==> src/rtl/eptx_pkg.sv <==
package eptx_pkg;

  typedef enum logic [1:0] {
    RSP_NAK   = 2'd0,
    RSP_STALL = 2'd1,
    RSP_DATA  = 2'd2
  } rsp_e;

  localparam int FL_ACK = 0;
  localparam int FL_ERR = 1;
  localparam int FL_UNR = 2;
  localparam int FL_OVF = 3;
  localparam int NFLAG  = 4;

  // Reply priority: stall, then reasons to refuse, then data.
  function automatic rsp_e pick_rsp(input logic stall, input logic oe,
                                    input logic have_set, input logic busy);
    if (stall) return RSP_STALL;
    if (!oe || !have_set || busy) return RSP_NAK;
    return RSP_DATA;
  endfunction

endpackage

==> src/rtl/eptx_store.sv <==
module eptx_store #(
  parameter int DEPTH = 64,
  parameter int CW    = 7,
  localparam int AW   = $clog2(DEPTH),
  localparam int PW   = AW + 1
) (
  input  logic          clk,
  input  logic          rst_n,
  input  logic          push,
  input  logic [7:0]    push_data,
  input  logic          pop,
  input  logic          rewind,
  input  logic          release_en,
  input  logic [CW-1:0] release_len,
  output logic [7:0]    head_byte,
  output logic [PW-1:0] fill,
  output logic          full
);

  logic [7:0]    mem [DEPTH];
  logic [PW-1:0] wr_ptr;
  logic [PW-1:0] mark;
  logic [AW-1:0] rd_ptr;

  function automatic logic [PW-1:0] advance(input logic [PW-1:0] p,
                                            input logic [CW-1:0] n);
    return p + PW'(n);
  endfunction

  logic [PW-1:0] mark_next;
  assign mark_next = advance(mark, release_len);

  always_ff @(posedge clk) begin
    if (push) mem[wr_ptr[AW-1:0]] <= push_data;
  end

  always_ff @(posedge clk) begin
    if (!rst_n) begin
      wr_ptr <= '0;
      mark   <= '0;
      rd_ptr <= '0;
    end else begin
      if (push) wr_ptr <= wr_ptr + 1'b1;
      if (release_en) begin
        mark   <= mark_next;
        rd_ptr <= mark_next[AW-1:0];
      end else if (rewind) begin
        rd_ptr <= mark[AW-1:0];
      end else if (pop) begin
        rd_ptr <= rd_ptr + 1'b1;
      end
    end
  end

  assign head_byte = mem[rd_ptr];
  assign fill      = wr_ptr - mark;
  assign full      = (fill == PW'(DEPTH));

endmodule

==> src/rtl/eptx_sets.sv <==
module eptx_sets #(
  parameter int CW = 7
) (
  input  logic          clk,
  input  logic          rst_n,
  input  logic          commit,
  input  logic [CW-1:0] commit_len,
  input  logic          release_en,
  output logic [1:0]    held,
  output logic [CW-1:0] head_len,
  output logic          wr_sel,
  output logic          rd_sel
);

  logic [CW-1:0] len_q [2];

  always_ff @(posedge clk) begin
    if (!rst_n) begin
      len_q[0] <= '0;
      len_q[1] <= '0;
      wr_sel   <= 1'b0;
      rd_sel   <= 1'b0;
      held     <= 2'd0;
    end else begin
      if (commit) begin
        len_q[wr_sel] <= commit_len;
        wr_sel        <= ~wr_sel;
      end
      if (release_en) rd_sel <= ~rd_sel;
      held <= held + {1'b0, commit} - {1'b0, release_en};
    end
  end

  assign head_len = len_q[rd_sel];

endmodule

==> src/rtl/dset_ep_tx_fifo.sv <==
module dset_ep_tx_fifo
  import eptx_pkg::*;
#(
  parameter int DEPTH   = 64,
  parameter int MAX_PKT = 64,
  localparam int CW     = $clog2(MAX_PKT + 1),
  localparam int PW     = $clog2(DEPTH) + 1
) (
  input  logic          clk,
  input  logic          rst_n,
  input  logic          wr_valid,
  input  logic [7:0]    wr_data,
  input  logic          cnt_valid,
  input  logic [CW-1:0] cnt_value,
  input  logic          ep_oe,
  input  logic          ep_stall,
  input  logic          in_tok,
  input  logic          rd_req,
  input  logic          hs_ack,
  input  logic          hs_fail,
  input  logic [3:0]    flag_clr,
  output logic          resp_valid,
  output logic [1:0]    resp_kind,
  output logic          resp_pid,
  output logic [CW-1:0] resp_len,
  output logic          rd_valid,
  output logic [7:0]    rd_data,
  output logic [1:0]    sets_held,
  output logic [3:0]    flags,
  output logic          irq
);

  logic [7:0]    head_byte;
  logic [PW-1:0] fill;
  logic          full;
  logic [1:0]    held;
  logic [CW-1:0] head_len;
  logic          wr_sel, rd_sel;
  logic [PW-1:0] pend;
  logic [CW-1:0] rd_cnt;
  logic          busy;

  // Named events, also observed by the checker.
  logic push_ok, commit_ok, ovf_evt, send_evt, pop_evt, unr_evt;
  logic ack_evt, fail_evt;
  rsp_e tok_kind;

  function automatic logic commit_allowed(input logic [CW-1:0] n,
                                          input logic [PW-1:0] avail,
                                          input logic [1:0] h);
    return (h != 2'd2) && (int'(n) <= MAX_PKT) && (int'(n) <= int'(avail));
  endfunction

  assign push_ok   = wr_valid && !full;
  assign commit_ok = cnt_valid && commit_allowed(cnt_value, pend, held);
  assign ovf_evt   = (wr_valid && full) || (cnt_valid && !commit_ok);
  assign tok_kind  = pick_rsp(ep_stall, ep_oe, held != 2'd0, busy);
  assign send_evt  = in_tok && (tok_kind == RSP_DATA);
  assign pop_evt   = rd_req && busy && (rd_cnt < head_len);
  assign unr_evt   = rd_req && busy && !(rd_cnt < head_len);
  assign ack_evt   = hs_ack && busy;
  assign fail_evt  = hs_fail && busy && !hs_ack;

  eptx_store #(.DEPTH(DEPTH), .CW(CW)) u_store (
    .clk         (clk),
    .rst_n       (rst_n),
    .push        (push_ok),
    .push_data   (wr_data),
    .pop         (pop_evt),
    .rewind      (fail_evt),
    .release_en  (ack_evt),
    .release_len (head_len),
    .head_byte   (head_byte),
    .fill        (fill),
    .full        (full)
  );

  eptx_sets #(.CW(CW)) u_sets (
    .clk        (clk),
    .rst_n      (rst_n),
    .commit     (commit_ok),
    .commit_len (cnt_value),
    .release_en (ack_evt),
    .held       (held),
    .head_len   (head_len),
    .wr_sel     (wr_sel),
    .rd_sel     (rd_sel)
  );

  logic [NFLAG-1:0] flag_set;
  always_comb begin
    flag_set         = '0;
    flag_set[FL_ACK] = ack_evt;
    flag_set[FL_ERR] = fail_evt;
    flag_set[FL_UNR] = unr_evt;
    flag_set[FL_OVF] = ovf_evt;
  end

  always_ff @(posedge clk) begin
    if (!rst_n) begin
      pend       <= '0;
      rd_cnt     <= '0;
      busy       <= 1'b0;
      resp_valid <= 1'b0;
      resp_kind  <= RSP_NAK;
      resp_pid   <= 1'b0;
      resp_len   <= '0;
      rd_valid   <= 1'b0;
      rd_data    <= '0;
      flags      <= '0;
    end else begin
      pend <= pend + PW'(push_ok) - (commit_ok ? PW'(cnt_value) : '0);
      if (send_evt)                 busy <= 1'b1;
      else if (ack_evt || fail_evt) busy <= 1'b0;
      if (send_evt || fail_evt) rd_cnt <= '0;
      else if (pop_evt)         rd_cnt <= rd_cnt + 1'b1;
      resp_valid <= in_tok;
      resp_kind  <= tok_kind;
      resp_pid   <= send_evt ? rd_sel : 1'b0;
      resp_len   <= send_evt ? head_len : '0;
      rd_valid   <= rd_req && busy;
      rd_data    <= pop_evt ? head_byte : 8'h00;
      flags      <= (flags & ~flag_clr) | flag_set;
    end
  end

  assign sets_held = held;
  assign irq       = |flags;

endmodule

==> config.mk <==
export PLATFORM = sky130hd
export DESIGN_NAME = dset_ep_tx_fifo
export DESIGN_NICKNAME = d
export VERILOG_FILES = /design/src/rtl/eptx_pkg.sv /design/src/rtl/eptx_store.sv /design/src/rtl/eptx_sets.sv /design/src/rtl/dset_ep_tx_fifo.sv
export SDC_FILE = /design/constraint.sdc
export NUM_CORES = 1
export LEC_CHECK = 0
export CELL_PAD_IN_SITES_DETAIL_PLACEMENT = 1
export CELL_PAD_IN_SITES_GLOBAL_PLACEMENT = 2
export CORE_MARGIN = 1.5
export CORE_UTILIZATION = 40
export DETAILED_ROUTE_END_ITERATION = 16
export PLACE_DENSITY = 0.67
export SLEW_MARGIN = 20
export SYNTH_ARGS = -nofsm -noshare
export SYNTH_HDL_FRONTEND = slang
export SYNTH_SLANG_ARGS = --single-unit
==> constraint.sdc <==
create_clock -name clk -period 10.1 [get_ports clk]
set_clock_uncertainty 0.05 [all_clocks]
set_input_delay 2.525 -clock clk [delete_from_list [all_inputs] [get_ports clk]]
set_output_delay 2.525 -clock clk [all_outputs]
set_load 0.01 [all_outputs]
Word-level counts from Yosys, hierarchy flattened
Memories as Yosys holds them, arrays and structs flattened. A register that Yosys moved wholly into a read port is not among the register bits.
Index checks and enable logic that the tools add are counted.
{ "word_totals": {"reg_bits": 55, "mem_bits_rw": 526, "output_inout_bits": 27, "word_cells": 95, "mem_count": 2} }
{ "mem_list": {"columns": ["name", "words", "word_bits", "rd", "rd_ports_with_merged_regs", "write_ports", "line", "source"], "rows": [
  ["u_store.mem", 64, 8, 1, 1, 1, "eptx_store.sv:20", "logic [7:0] mem [DEPTH];"],
  ["u_sets.len_q", 2, 7, 1, 1, 2, "eptx_sets.sv:15", "logic [CW-1:0] len_q [2];"]
]} }
{ "classes": {"n_addsub": 9, "n_lt_le_gt_ge": 3, "eq_ne": 3, "muxes": 24, "bitwise": 6, "n_reduce_logical": 33} }
{ "op_table": {"columns": ["op", "count"], "rows": [
  ["$mux 6", 3],
  ["$mux 1", 15],
  ["$add 7x1->7 const B", 2],
  ["$mux 7", 2],
  ["$sub 7x7->7", 2],
  ["$logic_and 1x1->1", 13],
  ["$mux 2", 4],
  ["$add 7x1->7", 1],
  ["$add 7x7->7", 1],
  ["$eq 7x7->1 const B", 1],
  ["$le 7x7->1", 1],
  ["$le 7x7->1 const B", 1],
  ["$logic_not 1->1", 7],
  ["$lt 7x7->1", 1],
  ["$reduce_or 7->1", 1],
  ["$add 6x1->6 const B", 1],
  ["$logic_or 1x1->1", 5],
  ["$and 4x4->4", 1],
  ["$not 4->4", 1],
  ["$or 4x4->4", 1],
  ["$reduce_and 2->1", 2],
  ["$reduce_bool 2->1", 2],
  ["$reduce_or 4->1", 1],
  ["$not 1->1", 3],
  ["other kinds (6)", 6]
]} }

Logic depth before layout (Yosys ltp)
Gate-level depths: netlist of the first run.
{ "depth": {"depth_word": 12, "mapped_depth": 19} }

By module
Synthesis of the first run repeated with hierarchy kept, for this count alone.
{ "unflattened": {"hier_cells": 1536, "hier_area_um2": 24882.6} }
{ "by_module_without_submodules": {"columns": ["mod", "n_inst", "cells_per_inst", "area_each_um2"], "rows": [
  ["eptx_store", 1, 1242, 21961.1],
  ["dset_ep_tx_fifo", 1, 228, 2105.8],
  ["eptx_sets", 1, 66, 815.8]
]} }

Least setup slack after synthesis of the first run
Ideal clock, no wire load.
{ "synth_timing": {"kind": "input -> register", "start": "in cnt_value[1]", "end": "reg pend[6]", "t_arrival_ns": 5.917, "path_slack_ns": 4.062, "stages": 18, "cell_sequence": "ha_1 > nor2b_1 > o21ai_0 > a21oi_1 > o31ai_1 > nand3_1 > clkbuf_1 > nor2_1 > ha_1 > inv_1 > ha_1 > fa_1 > a21o_1 > a21oi_1 > nand4b_1 > nand3_1 > or4_1 > a21oi_1"} }
{ "synth_between": {"elab_chain_len": 6, "elab_cells_between_ends": 7} }
{ "synth_rtl": {"columns": ["item", "line", "source"], "rows": [
  ["start: declaration", "dset_ep_tx_fifo.sv:14", "input logic [CW-1:0] cnt_value,"],
  ["$le 7x7->1", "dset_ep_tx_fifo.sv:51", "return (h != 2'd2) && (int'(n) <= MAX_PKT) && (int'(n) <= int'(avail));"],
  ["$logic_and 1x1->1 (2 in a row)", "dset_ep_tx_fifo.sv:51", null],
  ["$logic_and 1x1->1", "dset_ep_tx_fifo.sv:55", "assign commit_ok = cnt_valid && commit_allowed(cnt_value, pend, held);"],
  ["$mux 7 *", "dset_ep_tx_fifo.sv:112", "pend <= pend + PW'(push_ok) - (commit_ok ? PW'(cnt_value) : '0);"],
  ["$sub 7x7->7 *", "dset_ep_tx_fifo.sv:112", null],
  ["end signal: assignment", "dset_ep_tx_fifo.sv:112", null],
  ["end: declaration", "dset_ep_tx_fifo.sv:39", "logic [PW-1:0] pend;"]
]} }
Mark *: on every way between the ends. The rest lies on a longest branch, timed or not.
A chain may end at the register's enable or synchronous reset.

Final worst setup path of the first run
Ends and elaborated chain as after synthesis.

==> summary.txt, run 1 <==
Psw: 1.17 mW
CTS tree: done
Critical path startpoint category: input port
Die width: 248 um
Compound-Gate Fraction of Synth Area: 0.0477
Sequential Power Share: 0.513
Share of cells above drive strength 1: 0.170
Kind of critical path: in -> reg
Worst hold path type: reg -> reg
Final WS setup: 3570 ps
Proportion of synthesized area in mux cells: 0.129
Area growth syn-to-layout: 13.4%
Vias per cell: 5.65
Fin. max-slew vios: 0
Final setup viols: 0
Total Die Area: 61500 sq um
Unrepaired setup endpoints after global routing: no
Largest net degree at the start of global routing: 65
Failing checks: design-rule violations
Global-route wire length before repair: 90200 um
Synth Register Bits: 590
DP Wirelength: 37800 um
Maximum vdd drop: 0.146 mV
Int Power: 4.10 mW
Clk root buf: clkbuf_16
Placed cell count: 2161
CTS sink cnt: 590
All-layer global routing usage: 0.204
Total negative slack: 0 ps
Top cells by count, synth: edfxtp_1, mux4_2, nor2_1
Initial DRC count: 1034
Largest family of logic cells by synthesized area: multiplexers
Fmax: 0.153 GHz
I/O Pins: 56
Routed length on met2: 29100 um
Synth Warn #: 0
DR vias: 12800
Top cell type's share of synthesized area: 0.658
Met3 wire len: 3480 um
Remaining DRCs: 1
Final nets: 1524
I/O Buffers: 55
DRT Wirelength: 60900 um
Area leader, netlist: edfxtp_1
Ranking of synthesized cells by area: edfxtp_1, mux4_2, dfxtp_1
Antenna violations before repair: 1
Total CTS buffers: 61
Post-synthesis simple-gate area fraction: 0.0582
Wire per inst: 26.8 um
Post-synthesis xor/xnor area fraction: 0.00839
Worst-Skew Late Latency: 630 ps
Site Rows: 89
Async SR Flop Fraction: 0
Reg clk slew, reported paths: 60 ps
DP Area: 25300 sq um
Number of distinct library cells after synthesis: 63
Hold Buf Count CTS: 0
Non-filler cells, final: 2271
CP Data Required Time: 10600 ps
H-tree depth: 2
GP Congestion: 0.791
Period utilisation layout: 0.646
Hold Fails Final Rpt: 0
Post-synth EDFFs: 526
Syn_nets: 1462
Post-CTS setup buffers: 0
Highest Signal Layer: met4
CTS Buffer Depth: 3
Vias in the first global route: 13300
Syn Area/Cell: 17.3 sq um
Synth Area in Adders: 0.0235
Worst EP arrival: 7030 ps
Sequential element share of the synthesized area: 0.711
CP Capture Type: register
Overflow after GRT: 0
Clock power share: 0.421
1st-pass router iterations: 13
Place WS: 2970 ps
Main synth FF type: edfxtp_1
Combinational Power Share: 0.066
Rel. slew slack: 0.298
Top-count cell post-synth: edfxtp_1
Initial Utilization: 0.406
Pwr dens: 194 nW/um^2
WL met1: 26800 um
Status: finished with violations
Setup slack, reg-to-reg: 5540 ps
DRT antenna net count: 0
Die height: 248 um
Worst slew pin tran: 1050 ps
Sw frac: 0.222
Fin crit period: 6530 ps
Gate Count Post-Synth: 1389
Max-cap viol count: 0
Diode count: 0
Core area: 59100 sq um
Design area: 27200 sq um
P_leak: 8.51 nW
CTS resizes: 0
Critical Path Fanout Max: 16
Post-Syn Area: 24000 sq um
per-layer routing:
layer  GRT usage  vias to the layer above
met5           0                        -
met4      0.0581                        0
met3      0.0366                       94
met2       0.326                      323
met1       0.287                     6770
li1            -                     5642
registers in the layout (all words and copies together), names as in the netlist, named ones only:
name and flops:
busy 1, flags 4, pend 7, rd_cnt 7, rd_data 8, rd_valid 1
resp_kind 2, resp_len 7, resp_pid 1, resp_valid 1, u_sets.held 2, u_sets.len_q 14
u_sets.rd_sel 1, u_sets.wr_sel 1, u_store.mark 7, u_store.mem 512, u_store.rd_ptr 6, u_store.wr_ptr 7
kinds of logic after synthesis:
logic type | Yosys count
buf+inv | 116
simple gates | 292
fa+ha+maj | 44
mux | 152
xor+xnor | 23
flops | 590
compound gates | 172
worst max-delay path, cell delays in order:
cell             delay, ps
clkdlybuf4s50_1        480
ha_1                   340
nor2b_1                130
o21ai_0                140
a21oi_1                100
o31ai_1                310
nand3_1                460
inv_1                  380
nand2_1                100
ha_1                   310
fa_1                   410
a21o_1                 170
a21oi_1                270
nand4b_1               160
nand3_1                110
or4_1                  480
a21oi_1                150
path summary, 6_finish.rpt:
kind | from | cells after the start | to
setup / recovery | cnt_value[1] | 17 | pend[6]$_SDFF_PN0_
hold / removal | u_sets.rd_sel$_SDFFE_PN0P_ | 1 | resp_pid$_SDFF_PN0_
setup reg to reg | u_store.wr_ptr[4]$_SDFFE_PN0P_ | 15 | pend[6]$_SDFF_PN0_
hold reg to reg | u_sets.rd_sel$_SDFFE_PN0P_ | 1 | resp_pid$_SDFF_PN0_
power by group through the flow:
stage / sequential (mW) / combinational [mW] / clock [mW]
3_3_place_gp: 2.76 / 0.340 / 0
2_1_floorplan: 2.75 / 0.232 / 0
3_5_place_dp: 2.76 / 0.350 / 0
4_1_cts: 2.71 / 0.352 / 2.27
5_1_grt: 2.71 / 0.388 / 2.34
6_report: 2.71 / 0.347 / 2.22
metrics by stage:
step                utilization  hold slack, ps  power, mW
CTS                       0.460             445       5.33
detailed placement        0.427             434       3.11
finish                    0.461             444       5.27
global route              0.461             471       5.44
floorplan                     -             403       2.98
global placement          0.427             428       3.10
layout by cell type, fill, tap and decap left out, drive strengths merged, types with 11 or more instances in the layout:
master and instances:
clkinv 26, dfxtp 64, o21ai 30, ha 42
nor2b 13, clkbuf 75, a22oi 38, nor3 22
nor2 103, inv 44, mux4 126, edfxtp 526
buf 24, a21oi 43, mux2i 23, nand2 63
or3 13, xnor2 11, nand3 24, clkdlybuf4s50 47
xor2 12
final cells by class:
cell class                 instances  area (sq um)
clock buffer                      75          1610
inverter                          44           165
timing repair buffer              71           636
sequential                       590         17100
clock inverter                    35           348
fill                            5535         31900
tap                              773           967
multi-input combinational        683          6420
Power figures use the tool's default switching activity.
==> inputs of run 2 (changes only) <==
Clock period 10.1 ns to 6.4 ns, I/O delays scaled along.
==> run 2 against run 1 <==
- the run still ends with design-rule violations left
- clock power is 71% higher
- sequential share of layout area is 0.53 points lower
- critical path depth unchanged
- final area increased by 0.85%
- total power rose by 63%
- die area stayed put
- routed wire length is 0.70% higher
- largest cell class unchanged
==> summary.txt, run 2 (synthesis results as in run 1) <==
CTS tree: done (unchanged)
Largest net degree at the start of global routing: 65 (unchanged)
CP Capture Type: register (unchanged)
DRT Wirelength: 61400 um (was 60900 um)
Hold Buf Count CTS: 0 (unchanged)
Pwr dens: 314 nW/um^2 (was 194 nW/um^2)
Wire per inst: 27.0 um (was 26.8 um)
Site Rows: 89 (unchanged)
Worst-Skew Late Latency: 580 ps (was 630 ps)
Critical Path Fanout Max: 7 (was 16)
Max-cap viol count: 0 (unchanged)
Worst slew pin tran: 990 ps (was 1050 ps)
CTS Buffer Depth: 3 (unchanged)
Worst hold path type: reg -> reg (unchanged)
R2R depth: 15 (unchanged)
1st-pass router iterations: 12 (was 13)
CP Data Required Time: 6840 ps (was 10600 ps)
Kind of critical path: in -> reg (unchanged)
GP Congestion: 0.814 (was 0.791)
Final WS setup: 1220 ps (was 3570 ps)
Vias per cell: 5.67 (was 5.65)
Initial DRC count: 966 (was 1034)
Most frequent cells in the layout: edfxtp_1, mux4_2, nor2_1, clkbuf_16, nand2_1 (was edfxtp_1, mux4_2, nor2_1, nand2_1, clkbuf_16)
Placed cell count: 2162 (was 2161)
CTS resizes: 0 (unchanged)
Rel. slew slack: 0.333 (was 0.298)
I/O Buffers: 55 (unchanged)
Critical R2R Launch: u_store.wr_ptr[4]$_SDFFE_PN0P_ (unchanged)
Fin crit period: 5180 ps
All-layer global routing usage: 0.206 (was 0.204)
Die width: 248 um (unchanged)
Initial Utilization: 0.406 (unchanged)
Clk root buf: clkbuf_16 (unchanged)
Vias in the first global route: 13700 (was 13300)
Total power: 8.62 mW (was 5.27 mW)
CTS sink cnt: 590 (unchanged)
P_leak: 8.64 nW (was 8.51 nW)
Period utilisation layout: 0.810
RR Endpoint: pend[6]$_SDFF_PN0_ (unchanged)
Status: finished with violations (unchanged)
Total Die Area: 61500 sq um (unchanged)
Total negative slack: 0 ps (unchanged)
Total CTS buffers: 66 (was 61)
H-tree depth: 3 (was 2)
Reg clk slew, reported paths: 60 ps (about the same)
Design area: 27500 sq um (was 27200 sq um)
Share of cells above drive strength 1: 0.178 (was 0.170)
Final setup viols: 0 (unchanged)
Fmax: 0.193 GHz
Die height: 248 um (unchanged)
Remaining DRCs: 1 (unchanged)
I/O Pins: 56 (unchanged)
Worst hold margin: 442 ps (was 444 ps)
DP Area: 25300 sq um (about the same)
Non-filler cells, final: 2276 (was 2271)
Failing checks: design-rule violations (unchanged)
Hold Fails Final Rpt: 0 (unchanged)
Unrepaired setup endpoints after global routing: no (unchanged)
Antenna violations before repair: 0 (was 1)
Final nets: 1530 (was 1524)
DP Wirelength: 37800 um (about the same)
Worst Min Path Start: u_store.mark[3]$_SDFFE_PN0P_ (was u_sets.rd_sel$_SDFFE_PN0P_)
Diode count: 0 (unchanged)
Maximum vdd drop: 0.216 mV (was 0.146 mV)
DR vias: 12900 (was 12800)
Place WS: 612 ps (was 2970 ps)
DRT antenna net count: 0 (unchanged)
Post-CTS setup buffers: 0 (unchanged)
Critical path startpoint category: input port (unchanged)
Overflow after GRT: 0 (unchanged)
Core area: 59100 sq um (unchanged)
Commonest non-fill, non-tap cell in the layout: edfxtp_1 (unchanged)
Global-route wire length before repair: 91700 um (was 90200 um)
WHS Endpoint: u_store.mark[3]$_SDFFE_PN0P_ (was resp_pid$_SDFF_PN0_)
Worst EP arrival: 5620 ps (was 7030 ps)
Setup slack, reg-to-reg: 1910 ps (was 5540 ps)
Fin util: 0.464 (was 0.461)
Max reg flops: 512 (unchanged)
Fin. max-slew vios: 0 (unchanged)
WHS Path Cells: 2 (was 1)
Area growth syn-to-layout: 14.3% (was 13.4%)
run 2: changes by cell type in the layout (fill, tap and decap cells not counted), moves of 2 or more:
| cell | previous run | this run |
|---|---|---|
| clkbuf_16 | 62 | 70 |
| clkbuf_1 | 12 | 8 |
| clkinv_2 | 11 | 15 |
| clkinv_1 | 13 | 10 |
| buf_12 | 0 | 2 |
| clkinvlp_4 | 3 | 1 |
run 2: how the worst max path moves through the flow:
| stage | cells after the start | slack (ps) | from | end |
|---|---|---|---|---|
| final | 17 | 1220 | cnt_value[1] | pend[6]$_SDFF_PN0_ |
| after global routing | 17 | 850 | cnt_value[1] | pend[6]$_SDFF_PN0_ |
| after CTS | 17 | 1220 | cnt_value[1] | pend[6]$_SDFF_PN0_ |
| after detailed placement | 17 | 610 | cnt_value[1] | pend[6]$_SDFF_PN0_ |
| after global placement | 17 | 670 | cnt_value[1] | pend[6]$_SDFF_PN0_ |
| after floorplan | 18 | 1290 | cnt_value[1] | pend[6]$_SDFF_PN0_ |
run 2: critical path, stage by stage:
cell	delay [ps]
clkdlybuf4s50_1	480
ha_1	340
nor2b_1	130
o21ai_0	130
a21oi_1	100
o31ai_1	290
nand3_1	170
inv_1	220
nand2_1	100
ha_1	320
fa_1	410
a21o_1	170
a21oi_1	250
nand4b_1	150
nand3_1	110
or4_1	480
a21oi_1	150
run 2: where the power goes:
part / switching (mW) / internal (mW) / leakage, nW
logic: 0.330 / 0.221 / 2.30
clock network: 1.52 / 2.27 / 1.07
registers: 0.0376 / 4.23 / 5.27
total: 1.89 / 6.73 / 8.64
run 2: final cells by class:
class / instances / area [sq um]
clock inverter: 36 / 372
multi-input combinational: 683 / 6420
timing repair buffer: 72 / 671
tap: 773 / 967
fill: 5578 / 31700
sequential: 590 / 17100
clock buffer: 78 / 1780
inverter: 44 / 165
run 2: layer usage:
layer	GRT usage	wire (um)	up-vias
met5	0	0	-
met4	0.0560	1130	0
met3	0.0305	2620	75
met2	0.333	29600	315
met1	0.294	28000	6846
li1	-	-	5662
==> inputs of run 3 (changes only) <==
Settings changed: PLACE_DENSITY 0.67 to 0.69.
Clock period 6.4 ns to 4.7 ns, I/O delays scaled along.
==> run 3 against run 2 <==
- clock power rose by 34%
- via count is 2.6% higher
- routed wire length up 2.8%
- worst hold slack improved by 12 ps
- sequential power up 36%
- count of clock-buffer cells in the layout is 18 higher
- sequential share of layout area fell by 1.6 points
- global-route usage up 0.51 points
- flip-flop and latch count unchanged
- the flow still finishes with violations (design-rule violations)
- largest cell class unchanged
- final area is 2.5% higher
- total power is 37% higher
- combinational power rose by 61%
==> summary.txt, run 3 (synthesis results as in run 1) <==
Initial Utilization: 0.406 (unchanged)
Wire per inst: 26.5 um (was 27.0 um)
Initial DRC count: 977 (was 966)
Post-CTS setup buffers: 0 (unchanged)
Site Rows: 89 (unchanged)
Hold Fails Final Rpt: 0 (unchanged)
GP Congestion: 0.786 (was 0.814)
# fillers: 5577 (was 5578)
Fin. max-slew vios: 0 (unchanged)
DRT antenna net count: 0 (unchanged)
Max reg flops: 512 (unchanged)
Total negative slack: 0 ps (unchanged)
Largest net degree at the start of global routing: 65 (unchanged)
Fin crit period: 4390 ps
FF/Latch Area: 17100 sq um (about the same)
Worst-Skew Late Latency: 590 ps (was 580 ps)
Total power: 11.8 mW (was 8.62 mW)
Clk root buf: clkbuf_16 (unchanged)
Remaining DRCs: 2 (was 1)
CTS sink cnt: 590 (unchanged)
Vias in the first global route: 14100 (was 13700)
Place WS: -380 ps (was 612 ps)
DP Area: 26000 sq um (was 25300 sq um)
Most frequent cells in the layout: edfxtp_1, mux4_2, buf_4, nor2_1, clkbuf_16 (was edfxtp_1, mux4_2, nor2_1, clkbuf_16, nand2_1)
Diode count: 0 (unchanged)
1st-pass router iterations: 11 (was 12)
Final nets: 1625 (was 1530)
Placed cell count: 2257 (was 2162)
Pwr dens: 419 nW/um^2 (was 314 nW/um^2)
Commonest non-fill, non-tap cell in the layout: edfxtp_1 (unchanged)
Status: finished with violations (unchanged)
Share of cells above drive strength 1: 0.224 (was 0.178)
Reg clk slew, reported paths: 60 ps (about the same)
All-layer global routing usage: 0.212 (was 0.206)
Unrepaired setup endpoints after global routing: no (unchanged)
Worst hold margin: 453 ps (was 442 ps)
Fmax: 0.228 GHz
Worst hold path type: reg -> reg (unchanged)
Total Die Area: 61500 sq um (unchanged)
I/O Buffers: 55 (unchanged)
Area growth syn-to-layout: 17.3% (was 14.3%)
Antenna violations before repair: 1 (was 0)
P_leak: 9.12 nW (was 8.64 nW)
Non-filler cells, final: 2377 (was 2276)
CTS Buffer Depth: 3 (unchanged)
CP Data Required Time: 5170 ps (was 6840 ps)
DP Wirelength: 40600 um (was 37800 um)
Kind of critical path: in -> reg (unchanged)
I/O Pins: 56 (unchanged)
Fin util: 0.476 (was 0.464)
Critical path startpoint category: input port (unchanged)
Die height: 248 um (unchanged)
Rel. slew slack: 0.277 (was 0.333)
Max-cap viol count: 0 (unchanged)
Final WS setup: 314 ps (was 1220 ps)
Die width: 248 um (unchanged)
Final setup viols: 0 (unchanged)
Worst slew pin tran: 1080 ps (was 990 ps)
Design area: 28200 sq um (was 27500 sq um)
DRT Wirelength: 63100 um (was 61400 um)
DR vias: 13200 (was 12900)
Failing checks: design-rule violations (unchanged)
Core area: 59100 sq um (unchanged)
CP Capture Type: register (unchanged)
Maximum vdd drop: 0.193 mV (was 0.216 mV)
Critical Path Fanout Max: 3 (was 7)
CTS tree: done (unchanged)
Vias per cell: 5.57 (was 5.67)
H-tree depth: 3 (unchanged)
Global-route wire length before repair: 94000 um (was 91700 um)
Worst EP arrival: 4850 ps (was 5620 ps)
Overflow after GRT: 0 (unchanged)
Multi-input gate area: 6430 sq um (was 6420 sq um)
Total CTS buffers: 66 (unchanged)
Period utilisation layout: 0.933
-- run 3: path summary, 6_finish.rpt --
check | start | end | slack, ps | depth (start not counted)
worst min register to register | u_store.mark[3]$_SDFFE_PN0P_ | u_store.mark[3]$_SDFFE_PN0P_ | 450 | 2
worst max-delay path | cnt_value[1] | pend[6]$_SDFF_PN0_ | 310 | 18
worst min-delay path | u_store.mark[3]$_SDFFE_PN0P_ | u_store.mark[3]$_SDFFE_PN0P_ | 450 | 2
worst max register to register | u_store.mark[3]$_SDFFE_PN0P_ | pend[6]$_SDFF_PN0_ | 410 | 16
-- run 3: layout make-up --
class / count / area share
clock buffers: 96 / 0.0682
multi-input cells: 683 / 0.228
flip-flops and latches: 590 / 0.607
inverters: 44 / 0.00586
repair buffers: 167 / 0.0486
clock inverters: 24 / 0.00795
well taps: 773 / 0.0343
-- run 3: worst max-delay path: stages --
cell,delay (ps)
clkdlybuf4s50_1,420
ha_1,310
nor2b_1,130
o21ai_0,150
a21oi_1,120
o31ai_2,250
nand3_1,150
nor2_1,120
ha_1,130
inv_1,40
ha_1,210
fa_1,460
a21o_1,190
a21oi_2,170
nand4b_1,130
nand3_1,90
or4_1,480
a21oi_1,150
-- run 3: what timing repair did --
item	4_1_cts	5_1_grt
setup endpoints to repair	0	1
gates resized for setup	0	2
hold buffers	0	0
-- run 3: report_power, final --
| group | switching, mW | internal [mW] |
|---|---|---|
| clock network | 2.05 | 3.06 |
| registers | 0.0498 | 5.76 |
| logic | 0.491 | 0.397 |
| total | 2.59 | 9.22 |
-- run 3: metal layers --
layer,vias up,track usage,routed length (um)
met2,337,0.340,30100
met1,6968,0.297,28400
met3,87,0.0321,3240
li1,5845,-,-
met5,-,0,0
met4,0,0.0665,1380
